### src/rtl/ddr2i_pkg.sv
package ddr2i_pkg;

  // {cs_n, ras_n, cas_n, we_n}
  typedef enum logic [3:0] {
    CMD_LMR  = 4'b0000,
    CMD_REF  = 4'b0001,
    CMD_PRE  = 4'b0010,
    CMD_NOP  = 4'b0111
  } cmd_e;

  localparam int STEP_W   = 4;
  localparam int STEP_END = 12;

  // Cycles for a wait, rounded up, never below two.
  function automatic int ns_to_cyc(input int t_ns, input int tck_ns);
    int c;
    c = (t_ns + tck_ns - 1) / tck_ns;
    if (c < 2) c = 2;
    return c;
  endfunction

  function automatic int max2(input int a, input int b);
    return (a > b) ? a : b;
  endfunction

endpackage

### src/rtl/ddr2i_gap_timer.sv
module ddr2i_gap_timer #(
  parameter int CNT_W   = 8,
  parameter int RST_VAL = 1
) (
  input  logic             clk,
  input  logic             rst_n,
  input  logic             load_i,
  input  logic [CNT_W-1:0] load_val_i,
  output logic             zero_o
);

  logic [CNT_W-1:0] cnt_q;
  logic [CNT_W-1:0] cnt_d;

  always_comb begin
    cnt_d = cnt_q;
    if (load_i)              cnt_d = load_val_i;
    else if (cnt_q != '0)    cnt_d = cnt_q - 1'b1;
  end

  always_ff @(posedge clk or negedge rst_n) begin
    if (!rst_n) cnt_q <= CNT_W'(RST_VAL);
    else        cnt_q <= cnt_d;
  end

  assign zero_o = (cnt_q == '0);

endmodule

### src/rtl/ddr2i_step_decode.sv
module ddr2i_step_decode
  import ddr2i_pkg::*;
#(
  parameter int ROW_W   = 14,
  parameter int BA_W    = 3,
  parameter int CNT_W   = 8,
  parameter int RLD_CKE = 1,
  parameter int RLD_RPA = 1,
  parameter int RLD_MRD = 1,
  parameter int RLD_RFC = 1
) (
  input  logic [STEP_W-1:0] step_i,
  input  logic [ROW_W-1:0]  mr_code_i,
  input  logic [ROW_W-1:0]  emr_code_i,
  input  logic [ROW_W-1:0]  emr2_code_i,
  input  logic [ROW_W-1:0]  emr3_code_i,
  output cmd_e              cmd_o,
  output logic [BA_W-1:0]   ba_o,
  output logic [ROW_W-1:0]  addr_o,
  output logic [CNT_W-1:0]  reload_o,
  output logic              cke_on_o,
  output logic              dll_rst_o,
  output logic              last_o
);

  localparam int BIT_DLL_OFF = 0;
  localparam int BIT_DLL_RST = 8;
  localparam int BIT_AP      = 10;
  localparam int OCD_LO      = 7;

  function automatic logic [ROW_W-1:0] emr_word(input logic [ROW_W-1:0] code,
                                                input logic [2:0] ocd);
    logic [ROW_W-1:0] w;
    w = code;
    w[OCD_LO +: 3]  = ocd;
    w[BIT_DLL_OFF]  = 1'b0;
    return w;
  endfunction

  function automatic logic [ROW_W-1:0] mr_word(input logic [ROW_W-1:0] code,
                                               input logic dll_rst);
    logic [ROW_W-1:0] w;
    w = code;
    w[BIT_DLL_RST] = dll_rst;
    return w;
  endfunction

  logic [ROW_W-1:0] ap_word;

  always_comb begin
    ap_word         = '0;
    ap_word[BIT_AP] = 1'b1;
  end

  always_comb begin
    cmd_o     = CMD_NOP;
    ba_o      = '0;
    addr_o    = '0;
    reload_o  = CNT_W'(RLD_MRD);
    cke_on_o  = 1'b0;
    dll_rst_o = 1'b0;
    last_o    = 1'b0;
    unique case (step_i)
      4'd0: begin
        cke_on_o = 1'b1;
        reload_o = CNT_W'(RLD_CKE);
      end
      4'd1, 4'd6: begin
        cmd_o    = CMD_PRE;
        addr_o   = ap_word;
        reload_o = CNT_W'(RLD_RPA);
      end
      4'd2: begin
        cmd_o  = CMD_LMR;
        ba_o   = BA_W'(2'd2);
        addr_o = emr2_code_i;
      end
      4'd3: begin
        cmd_o  = CMD_LMR;
        ba_o   = BA_W'(2'd3);
        addr_o = emr3_code_i;
      end
      4'd4, 4'd11: begin
        cmd_o  = CMD_LMR;
        ba_o   = BA_W'(2'd1);
        addr_o = emr_word(emr_code_i, 3'b000);
      end
      4'd5: begin
        cmd_o     = CMD_LMR;
        addr_o    = mr_word(mr_code_i, 1'b1);
        dll_rst_o = 1'b1;
      end
      4'd7, 4'd8: begin
        cmd_o    = CMD_REF;
        reload_o = CNT_W'(RLD_RFC);
      end
      4'd9: begin
        cmd_o  = CMD_LMR;
        addr_o = mr_word(mr_code_i, 1'b0);
      end
      4'd10: begin
        cmd_o  = CMD_LMR;
        ba_o   = BA_W'(2'd1);
        addr_o = emr_word(emr_code_i, 3'b111);
      end
      default: begin
        last_o   = 1'b1;
        reload_o = '0;
      end
    endcase
  end

endmodule

### src/rtl/ddr2i_lock_timer.sv
module ddr2i_lock_timer #(
  parameter int LOCK_CYC = 200
) (
  input  logic clk,
  input  logic rst_n,
  input  logic start_i,
  output logic expired_o
);

  generate
    if (LOCK_CYC <= 1) begin : g_short
      logic exp_q;
      always_ff @(posedge clk or negedge rst_n) begin
        if (!rst_n)       exp_q <= 1'b0;
        else if (start_i) exp_q <= 1'b1;
      end
      assign expired_o = exp_q;
    end else begin : g_count
      localparam int LW = $clog2(LOCK_CYC);
      logic [LW-1:0] cnt_q, cnt_d;
      logic          run_q, run_d;
      logic          exp_q, exp_d;

      always_comb begin
        cnt_d = cnt_q;
        run_d = run_q;
        exp_d = exp_q;
        if (start_i) begin
          cnt_d = LW'(LOCK_CYC - 1);
          run_d = 1'b1;
          exp_d = 1'b0;
        end else if (run_q) begin
          if (cnt_q == '0) begin
            run_d = 1'b0;
            exp_d = 1'b1;
          end else begin
            cnt_d = cnt_q - 1'b1;
          end
        end
      end

      always_ff @(posedge clk or negedge rst_n) begin
        if (!rst_n) begin
          cnt_q <= '0;
          run_q <= 1'b0;
          exp_q <= 1'b0;
        end else begin
          cnt_q <= cnt_d;
          run_q <= run_d;
          exp_q <= exp_d;
        end
      end
      assign expired_o = exp_q;
    end
  endgenerate

endmodule

### src/rtl/ddr2_init_seq.sv
module ddr2_init_seq
  import ddr2i_pkg::*;
#(
  parameter int TCK_NS       = 3,
  parameter int T_POWERUP_NS = 200000,
  parameter int T_CKE_NS     = 400,
  parameter int T_RPA_NS     = 15,
  parameter int T_MRD_NS     = 6,
  parameter int T_RFC_NS     = 128,
  parameter int LOCK_CYC     = 200,
  parameter int ROW_W        = 14,
  parameter int BA_W         = 3
) (
  input  logic             clk,
  input  logic             rst_n,
  input  logic [ROW_W-1:0] mr_code,
  input  logic [ROW_W-1:0] emr_code,
  input  logic [ROW_W-1:0] emr2_code,
  input  logic [ROW_W-1:0] emr3_code,
  output logic             ddr_cke,
  output logic             ddr_odt,
  output logic             ddr_cs_n,
  output logic             ddr_ras_n,
  output logic             ddr_cas_n,
  output logic             ddr_we_n,
  output logic [BA_W-1:0]  ddr_ba,
  output logic [ROW_W-1:0] ddr_addr,
  output logic             init_done,
  output logic             read_ok
);

  localparam int CYC_PWR = ns_to_cyc(T_POWERUP_NS, TCK_NS);
  localparam int CYC_CKE = ns_to_cyc(T_CKE_NS, TCK_NS);
  localparam int CYC_RPA = ns_to_cyc(T_RPA_NS, TCK_NS);
  localparam int CYC_MRD = ns_to_cyc(T_MRD_NS, TCK_NS);
  localparam int CYC_RFC = ns_to_cyc(T_RFC_NS, TCK_NS);
  localparam int CYC_MAX = max2(max2(CYC_PWR, CYC_CKE),
                                max2(max2(CYC_RPA, CYC_MRD), CYC_RFC));
  localparam int CNT_W   = $clog2(CYC_MAX);

  logic [STEP_W-1:0] step_q, step_d;
  logic              cke_q, cke_d;
  logic              done_q, done_d;
  cmd_e              cmd_q, cmd_d;
  logic [BA_W-1:0]   ba_q, ba_d;
  logic [ROW_W-1:0]  addr_q, addr_d;

  logic              tmr_zero;
  logic              adv;
  cmd_e              dec_cmd;
  logic [BA_W-1:0]   dec_ba;
  logic [ROW_W-1:0]  dec_addr;
  logic [CNT_W-1:0]  dec_reload;
  logic              dec_cke_on;
  logic              dec_dll_rst;
  logic              dec_last;
  logic              lock_done;

  assign adv = tmr_zero & ~done_q;

  ddr2i_gap_timer #(
    .CNT_W   (CNT_W),
    .RST_VAL (CYC_PWR - 1)
  ) u_gap (
    .clk        (clk),
    .rst_n      (rst_n),
    .load_i     (adv),
    .load_val_i (dec_reload),
    .zero_o     (tmr_zero)
  );

  ddr2i_step_decode #(
    .ROW_W   (ROW_W),
    .BA_W    (BA_W),
    .CNT_W   (CNT_W),
    .RLD_CKE (CYC_CKE - 1),
    .RLD_RPA (CYC_RPA - 1),
    .RLD_MRD (CYC_MRD - 1),
    .RLD_RFC (CYC_RFC - 1)
  ) u_dec (
    .step_i      (step_q),
    .mr_code_i   (mr_code),
    .emr_code_i  (emr_code),
    .emr2_code_i (emr2_code),
    .emr3_code_i (emr3_code),
    .cmd_o       (dec_cmd),
    .ba_o        (dec_ba),
    .addr_o      (dec_addr),
    .reload_o    (dec_reload),
    .cke_on_o    (dec_cke_on),
    .dll_rst_o   (dec_dll_rst),
    .last_o      (dec_last)
  );

  ddr2i_lock_timer #(
    .LOCK_CYC (LOCK_CYC)
  ) u_lock (
    .clk       (clk),
    .rst_n     (rst_n),
    .start_i   (adv & dec_dll_rst),
    .expired_o (lock_done)
  );

  always_comb begin
    step_d = step_q;
    cke_d  = cke_q;
    done_d = done_q;
    cmd_d  = CMD_NOP;
    ba_d   = '0;
    addr_d = '0;
    if (adv) begin
      cmd_d  = dec_cmd;
      ba_d   = dec_ba;
      addr_d = dec_addr;
      if (dec_cke_on) cke_d = 1'b1;
      if (dec_last) begin
        done_d = 1'b1;
      end else begin
        step_d = step_q + 1'b1;
      end
    end
  end

  always_ff @(posedge clk or negedge rst_n) begin
    if (!rst_n) begin
      step_q <= '0;
      cke_q  <= 1'b0;
      done_q <= 1'b0;
    end else if (adv) begin
      step_q <= step_d;
      cke_q  <= cke_d;
      done_q <= done_d;
    end
  end

  always_ff @(posedge clk or negedge rst_n) begin
    if (!rst_n) begin
      cmd_q  <= CMD_NOP;
      ba_q   <= '0;
      addr_q <= '0;
    end else begin
      cmd_q  <= cmd_d;
      ba_q   <= ba_d;
      addr_q <= addr_d;
    end
  end

  assign ddr_cke   = cke_q;
  assign ddr_odt   = 1'b0;
  assign {ddr_cs_n, ddr_ras_n, ddr_cas_n, ddr_we_n} = cmd_q;
  assign ddr_ba    = ba_q;
  assign ddr_addr  = addr_q;
  assign init_done = done_q;
  assign read_ok   = done_q & lock_done;

endmodule

### config.mk
export PLATFORM = sky130hd
export DESIGN_NAME = ddr2_init_seq
export DESIGN_NICKNAME = d
export VERILOG_FILES = /design/src/rtl/ddr2i_pkg.sv /design/src/rtl/ddr2i_gap_timer.sv /design/src/rtl/ddr2i_step_decode.sv /design/src/rtl/ddr2i_lock_timer.sv /design/src/rtl/ddr2_init_seq.sv
export SDC_FILE = /design/constraint.sdc
export NUM_CORES = 1
export LEC_CHECK = 0
export CAP_MARGIN = 20
export CORE_ASPECT_RATIO = 0.9
export CORE_MARGIN = 4
export CORE_UTILIZATION = 60
export CTS_CLUSTER_DIAMETER = 40
export CTS_CLUSTER_SIZE = 40
export DETAILED_ROUTE_END_ITERATION = 10
export DONT_BUFFER_PORTS = 1
export PLACE_DENSITY = 0.79
export SYNTH_ARGS = -nofsm -noshare
export SYNTH_HDL_FRONTEND = slang
export SYNTH_SLANG_ARGS = --single-unit
### constraint.sdc
create_clock -name clk -period 3.45 [get_ports clk]
set_input_delay 0.345 -clock clk [delete_from_list [all_inputs] [get_ports clk]]
set_output_delay 0.345 -clock clk [all_outputs]
set_load 0.02 [all_outputs]
### Word-level counts from Yosys, hierarchy flattened

Cells that the tools add are included.

* flip-flop bits (word level): 54
* output and inout bits: 25
* word-level logic and storage cells: 68

* $add $sub $neg: 3
* equal/unequal tests: 12
* muxes and demuxes: 20
* bitwise operators: 5
* reductions and logical operators: 18

Operator list (count)
* $pmux 14 s7: 1
* $mux 17: 2
* $pmux 8 s4: 1
* $mux 8: 3
* $logic_not 17->1: 1
* $reduce_bool 17->1: 1
* $sub 17x1->17 const B: 1
* $eq 4x3->1 const B: 4
* $eq 4x4->1 const B: 4
* $mux 14: 1
* $reduce_or 12->1: 1
* $reduce_and 2->1: 5
* $pmux 3 s3: 1
* $eq 4x2->1 const B: 2
* $logic_not 8->1: 1
* $mux 1: 8
* $sub 8x1->8 const B: 1
* $reduce_or 7->1: 1
* $pmux 2 s3: 1
* $reduce_bool 2->1: 3
* $reduce_or 2->1: 3
* $add 4x1->4 const B: 1
* $eq 4x1->1 const B: 1
* $logic_not 4->1: 1
* other kinds (6): 9

### Logic depth before layout (Yosys ltp)

Gate-level depths: netlist (run 1).

* word-level depth: 5
* depth in mapped cells: 8
* mapped depth without buffers: 6

### Cells and area by module

A second synthesis (run 1) with hierarchy kept.

* cell total of the unflattened synthesis: 336
* area, all modules: 3286.9 sq um

By module, submodules not included
* ddr2i_gap_timer: times used 1, cells an instance 109, area an instance 1041.0 sq um, seq. area each 432.9 sq um
* ddr2_init_seq: times used 1, cells an instance 65, area an instance 953.4 sq um, seq. area each 679.4 sq um
* ddr2i_step_decode: times used 1, cells an instance 107, area an instance 733.2 sq um, seq. area each 0.0 sq um
* ddr2i_lock_timer: times used 1, cells an instance 55, area an instance 559.3 sq um, seq. area each 250.2 sq um

### Least setup slack after synthesis (run 1)

Ideal clock, no wire load.

* path kind: register to register
* start: register step_q[0]
* end: register addr_q[0], in the netlist ddr_addr[0]
* arrival time: 1.815 ns
* setup slack: 1.503 ns
* cell stages (with the launch flop): 9
* buffers on the path: 2
* period minus slack after synthesis: 1.947 ns
* path through: dfrtp_1 inv_1 ha_1 clkbuf_1 mux2_2 o31a_1 nand4_1 clkbuf_1 nor2_1

* cells in the longest elaborated chain, start to end: 4
* elaborated cells on any way between the ends: 13

Ends and longest elaborated chain
* start: declaration: line ddr2_init_seq.sv:41 `logic [STEP_W-1:0] step_q, step_d;`
* start signal: assignment: line ddr2_init_seq.sv:130 `step_q <= step_d;`
* $eq 4x3->1 (tied with other cells): line ddr2i_step_decode.sv:63 `unique case (step_i)`
* $reduce_or 2->1, on equally long branches
* $pmux 14 s7 *: line ddr2i_step_decode.sv:63
* $mux 14 *: line ddr2_init_seq.sv:111 `if (adv) begin`
* named net addr_d[0]: line ddr2_init_seq.sv:46 `logic [ROW_W-1:0] addr_q, addr_d;`
* end signal: assignment: line ddr2_init_seq.sv:144 `addr_q <= addr_d;`
* end: declaration: line ddr2_init_seq.sv:46

The timed path passes the listed nets; every way through them passes the cells marked *.
A chain may end at the register's enable or synchronous reset.

### Final worst setup path (run 1)

* start: register u_gap.cnt_q[4]
* end: register addr_q[3], in the netlist ddr_addr[3]

* cells in the longest elaborated chain, start to end: 3

Ends and longest elaborated chain
* start: declaration: line ddr2i_gap_timer.sv:12 `logic [CNT_W-1:0] cnt_q;`
* start signal: assignment: line ddr2i_gap_timer.sv:22 `if (!rst_n) cnt_q <= CNT_W'(RST_VAL);`
* start signal: assignment: line ddr2i_gap_timer.sv:23 `else cnt_q <= cnt_d;`
* $logic_not 17->1: line ddr2i_gap_timer.sv:26 `assign zero_o = (cnt_q == '0);`
* $and 1x1->1: line ddr2_init_seq.sv:59 `assign adv = tmr_zero & ~done_q;`
* $mux 14: line ddr2_init_seq.sv:111
* named net addr_d[3]: line ddr2_init_seq.sv:46

The timed path passes the listed nets, and every way through them passes these cells.

==> results.md, run 1 <==
- Status: finished clean
- Pin count of the biggest net entering global routing: 53
- Syn_area_per_cell: between 10 and 15 um2
- Iter 0 DRT Violations: between 100 and 150
- I/O pin cnt: 83
- RSZ-0062 raised after global routing: false
- Seq/Total Area, Yosys: 46.8%
- Synth Cell Area: around 0.0028 mm2
- DR top layer: met4
- Slowest-stage cell, CP: nand4_1
- Worst VDD drop: 202 uV
- Worst-Margin Slew: around 0.8 ns
- Setup CP Type: reg -> reg
- CP bufs+invs: 0
- Post-CTS Setup Inserts: 0
- All-Layer GR Usage: around a fifth
- Root Driver: clkbuf_8
- Inst Count DP: around 330
- First-pass GRT wire length: 9810 um
- H-tree depth: 2
- Commonest non-fill, non-tap cell in the layout: dfrtp_1
- CP required: 3.65 ns
- # hold bufs at CTS: 2
- Area Overhead vs Synth: 5.76%
- TritonCTS clock tree: yes
- Pleak: about 1.2 nW
- Final ANT Viol Nets: 0
- HPWL Detailed: roughly 4300 um
- Top_reg_cell synth: dfrtp_1
- Filler cell count: between 300 and 400
- WHS: 0.164 ns
- Total Wirelength: 5890 um
- CTS Buf Count: 5
- Placed Area: approximately 0.0028 mm2
- Fin util: about two thirds
- Synth Instances: about 280
- Clk sink count: 52
- IO buf count: 0
- Crit share post-route: approximately 62%
- DR WL/cell: around 17 um
- Worst hold path class: in -> reg
- Via-to-Cell Ratio: roughly 6.3
- Min Tclk post-route: ~2.2 ns
- Non-Filler Instances: 338
- MaxCap Viol Count: 0
- Die H: 72.9 um
- CTS max path bufs: 2
- Std-Cell Rows: 23
- Most frequent cells in the layout: dfrtp_1, nand2_1, a21oi_1, nor2_1
- Vias in the first global route: just over 2k
- DRC errors left: 0
- Clock slew at reported path FFs: 0.09 ns
- Fmax: between 400 and 500 MHz
- Max incr delay on CP: roughly 0.5 ns
- Met1 Routed Length: approximately 2700 um
- Initial Util: 62.5%
- Met2 Wirelength: around 2800 um
- Critical path fanouts, max: 14
- Initial antenna violation count: 0
- Max Slew Vio Count: 0
- CP top delay family: simple AND/OR/NAND/NOR gates
- Total number of vias: between 2k and 2.5k
- Hold Fails Final Rpt: 0
- Setup Skew: around 0.010 ns
- PwrDens: roughly 330 mW/mm2
- Clock latency on the worst-skew pair: approximately 0.3 ns
- Nets: roughly 340
- CP Capture Type: flip-flop
- Post-CTS Resized: 0
- Critical Path Source Type: flip-flop
- Post-synth ARST share: 100%
- Core Footprint: around 0.0045 mm2
- #FFs+latches synth: 52
- Worst Path Arrival: ~2.4 ns
- Layout cells sized above 1: 12.0%
- Synth cell types: 59
- Final TNS setup: 0 ns
- Diodes inserted: 0
- Total die area: roughly 0.0058 mm2
- GRT overflow: 0
- DRT Pass-1 Iters: 9
- Die W: between 80 and 90 um
- Post-synth EDFFs: 0
- Setup violations, final: 0
- Design area: slightly below 0.003 mm2
- Max-slew headroom: between 40% and 50%
- Synth Warn #: 0
- Crit-path cells: nor4_4 -> and4_1 -> nand4_1 -> a21oi_1
- Final Wtd Congestion: approximately 0.85
- Met3 WL: between 400 and 500 um
[flip-flops by register name (all words and copies together) (netlist names)]
register              cells
u_gap.cnt_q              17
ddr_addr                 14
u_lock.g_count.cnt_q      8
step_q                    4
cmd_q                     3
ddr_ba                    2
ddr_cke                   1
init_done                 1
u_lock.expired_o          1
u_lock.g_count.run_q      1
[layer usage]
layer / global-route usage [%] / vias up
li1: - / 1017
met1: 29.4 / 1048
met2: 33.5 / 68
met3: 6.79 / 3
met4: 4.13 / 0
met5: 0 / -
[final cells by class]
class | instances | area (um2) | area share, %
inverter | 11 | 41.3 | 1.39
sequential | 52 | 1310 | 44.3
tap | 62 | 77.6 | 2.62
multi-input combinational | 201 | 1390 | 46.8
clock inverter | 2 | 10.0 | 0.338
timing repair buffer | 4 | 52.6 | 1.77
clock buffer | 6 | 82.6 | 2.78
[power breakdown]
| part | switching (W) | internal, W |
|---|---|---|
| Clock | 0.000188 | 0.000160 |
| Combinational | 0.0000144 | 0.00000438 |
| Sequential | 0 | 0.000609 |
| Total | 0.000202 | 0.000774 |
[worst paths after layout]
| path | start | endpoint | slack, ns | depth (start not counted) |
|---|---|---|---|---|
| worst max-delay path | u_gap.cnt_q[4] | ddr_addr[3] | 1.30 | 4 |
| worst min-delay path | emr_code[12] | ddr_addr[12] | 0.16 | 2 |
| worst max register to register | u_gap.cnt_q[4] | ddr_addr[3] | 1.30 | 4 |
| worst min register to register | u_gap.cnt_q[14] | u_gap.cnt_q[14] | 0.50 | 1 |
| max in group asynchronous | rst_n | u_gap.cnt_q[10] | 2.62 | 2 |
| min in group asynchronous | rst_n | u_lock.g_count.cnt_q[5] | 0.54 | 2 |
[per-stage QoR]
stage	total power [W]	worst slack, ns
CTS	0.000989	1.31
detailed placement	0.000624	1.31
floorplan	0.000627	1.50
global route	0.00102	1.03
finish	0.000976	1.30
global placement	0.000624	1.34
[cells in the mapped netlist, types with 4 or more instances]
library cell	count	area share (%)
dfrtp_1	43	38
nand2_1	30	4.0
a21oi_1	17	3.0
nor2_1	15	2.0
o21ai_0	13	2.3
xnor2_1	13	4.1
inv_1	11	1.5
a222oi_1	10	3.6
clkbuf_1	10	1.3
dfstp_2	9	8.4
ha_1	8	3.6
nand3_1	6	1.1
mux2i_1	5	1.8
nand4_1	5	1.1
nor3_1	5	0.89
nor4_1	5	1.1
a21o_1	4	1.1
o31ai_1	4	1.1
or4_1	4	1.1
[kinds of logic (layout without fill, tap and decap cells)]
logic type      Yosys count  in the layout  synth area share (%)
compound gates           70             70                  17.6
xor+xnor                 14             14                  4.37
fa+ha+maj                 8              8                  3.57
buf+inv                  26             23                  3.93
flops                    52             52                  46.8
mux                       8              8                  2.99
other cells               1              3                 0.134
simple gates             98             98                  20.6
(Power assumes the default switching activity.)
==> run 2: changes to the inputs <==
==> constraint.sdc (replaced) <==
create_clock -name clk -period 2 [get_ports clk]
set_input_delay 0.2 -clock clk [delete_from_list [all_inputs] [get_ports clk]]
set_output_delay 0.2 -clock clk [all_outputs]
set_load 0.02 [all_outputs]
==> results.md, run 2 (synthesis gave the netlist of run 1 again) <==
- Worst R2R Start: u_gap.cnt_q[0]
- Total Wirelength: roughly 6200 um
- Reg2Reg Setup Slack: about 0.07 ns
- RSZ-0062 raised after global routing: true
- TritonCTS clock tree: yes
- Max Slew Vio Count: 0
- PwrDens: approximately 540 mW/mm2
- Core Footprint: between 0.004 and 0.005 mm2
- Hold Fails Final Rpt: 0
- Worst Path Arrival: 2.17 ns
- Pleak: approximately 1.3 nW
- Status: finished clean
- Placed Area: 0.00301 mm2
- CP startpoint: u_gap.cnt_q[0]
- Final ANT Viol Nets: 0
- Min Tclk post-route: 1.93 ns
- CP Capture Type: flip-flop
- Final Wtd Congestion: roughly 0.83
- Setup Skew: 0.00684 ns
- DRT Pass-1 Iters: 7
- Vias in the first global route: ~2.2k
- Power consumption: around 0.0017 W
- Die W: approximately 80 um
- Layout cells sized above 1: around a fifth
- Critical Path End: u_lock.g_count.run_q
- Fmax: between 500 and 600 MHz
- Die H: 72.9 um
- H-tree depth: 2
- All-Layer GR Usage: 22.8%
- Total die area: roughly 0.006 mm2
- CTS Buf Count: 5
- Cell count of the worst reg-to-reg path: 5
- MaxCap Viol Count: 0
- Setup CP Type: reg -> reg
- Filler cell count: 368
- Area Overhead vs Synth: 12.4%
- DR WL/cell: roughly 17 um
- DRC errors left: 0
- CTS max path bufs: 2
- Post-CTS Setup Inserts: 0
- Crit share post-route: between 90% and 100%
- GRT overflow: 0
- Most frequent cells in the layout: dfrtp_1, nand2_1, buf_4, a21oi_1, nor2_1
- First-pass GRT wire length: 10500 um
- Pin count of the biggest net entering global routing: 53
- Clock slew at reported path FFs: approximately 0.1 ns
- Via-to-Cell Ratio: 6.06
- Worst hold path class: in -> reg
- IO buf count: 0
- Total number of vias: approximately 2.2k
- CP required: about 2.2 ns
- Top reg by flops: u_gap.cnt_q
- Critical Path Source Type: flip-flop
- RR Endpoint: u_lock.g_count.run_q
- Worst VDD drop: around 400 uV
- Clock latency on the worst-skew pair: slightly above 0.3 ns
- Worst-Margin Slew: roughly 0.60 ns
- Clk sink count: 52
- Nets: 364
- Max-slew headroom: about three fifths
- Initial Util: 62.5%
- Setup violations, final: 0
- Critical path fanouts, max: 6
- Diodes inserted: 0
- Max reg flops: 17
- HPWL Detailed: between 4000 and 5000 um
- Iter 0 DRT Violations: 146
- Design area: 0.00315 mm2
- Commonest non-fill, non-tap cell in the layout: dfrtp_1
- Initial antenna violation count: 0
- Std-Cell Rows: 23
- I/O pin cnt: 83
- Root Driver: clkbuf_8
==> run 2: changes by cell type in the layout (fill, tap and decap cells not counted), sizes merged <==
cell	change
clkinv	-1
buf	+23
clkbuf	-1
clkinvlp	+2
==> run 2: worst max-delay path: stages (launching register included) <==
cell and delay (ns):
dfrtp_1 0.41, inv_1 0.11, ha_1 0.24, nand3b_1 0.25, or4_1 0.71, nand2_1 0.15
==> run 2: what timing repair did <==
item,4_1_cts,5_1_grt
gates resized for setup,1,2
hold buffers,2,0
hold endpoints to repair,52,0
setup endpoints to repair,5,30
==> run 2: area by class of cell <==
class,instances,area (um2),area share (%)
clock inverters,3,23.8,0.754
well taps,62,77.6,2.46
repair buffers,27,225,7.15
clock buffers,5,68.8,2.18
flip-flops and latches,52,1310,41.6
multi-input cells,201,1400,44.5
inverters,11,41.3,1.31
==> run 2: where the power goes <==
part | switching [W] | total, W | internal [W]
clock network | 0.000356 | 0.000605 | 0.000248
registers | 0 | 0.00105 | 0.00105
logic | 0.0000250 | 0.0000326 | 0.00000754
==> run 2: metrics by stage <==
step	setup WS, ns	std cells	utilization [%]	hold WS [ns]	TNS [ns]
2_1_floorplan	0.0527	279	-	-0.0956	0
3_3_place_gp	0.0289	351	67.0	-0.0943	0
3_5_place_dp	0.00645	351	67.0	-0.0943	0
4_1_cts	0.0675	361	70.0	0.00294	0
5_1_grt	-0.0443	361	70.2	0.00273	-0.185
6_report	0.0689	361	70.2	0.0146	0
==> run 2: worst min-delay path by stage <==
stage,endpoint,cells past startpoint,startpoint
final,ddr_addr[5],2,emr_code[5]
after CTS,ddr_addr[6],2,emr_code[6]
after floorplan,ddr_addr[0],0,rst_n
after detailed placement,u_lock.g_count.cnt_q[6],0,rst_n
after global routing,ddr_addr[6],2,emr_code[6]
after global placement,u_lock.g_count.cnt_q[6],0,rst_n
==> run 2: routing by layer <==
layer  part of all wire, %  vias to the layer above  global-route usage, %  wire [um]
li1                      -                     1063                      -          -
met1                    43                     1042                   29.5       2680
met2                    48                       77                   37.1       3010
met3                   8.0                        6                   8.40        500
met4                  0.63                        0                   4.69         39
met5                     0                        -                      0          0
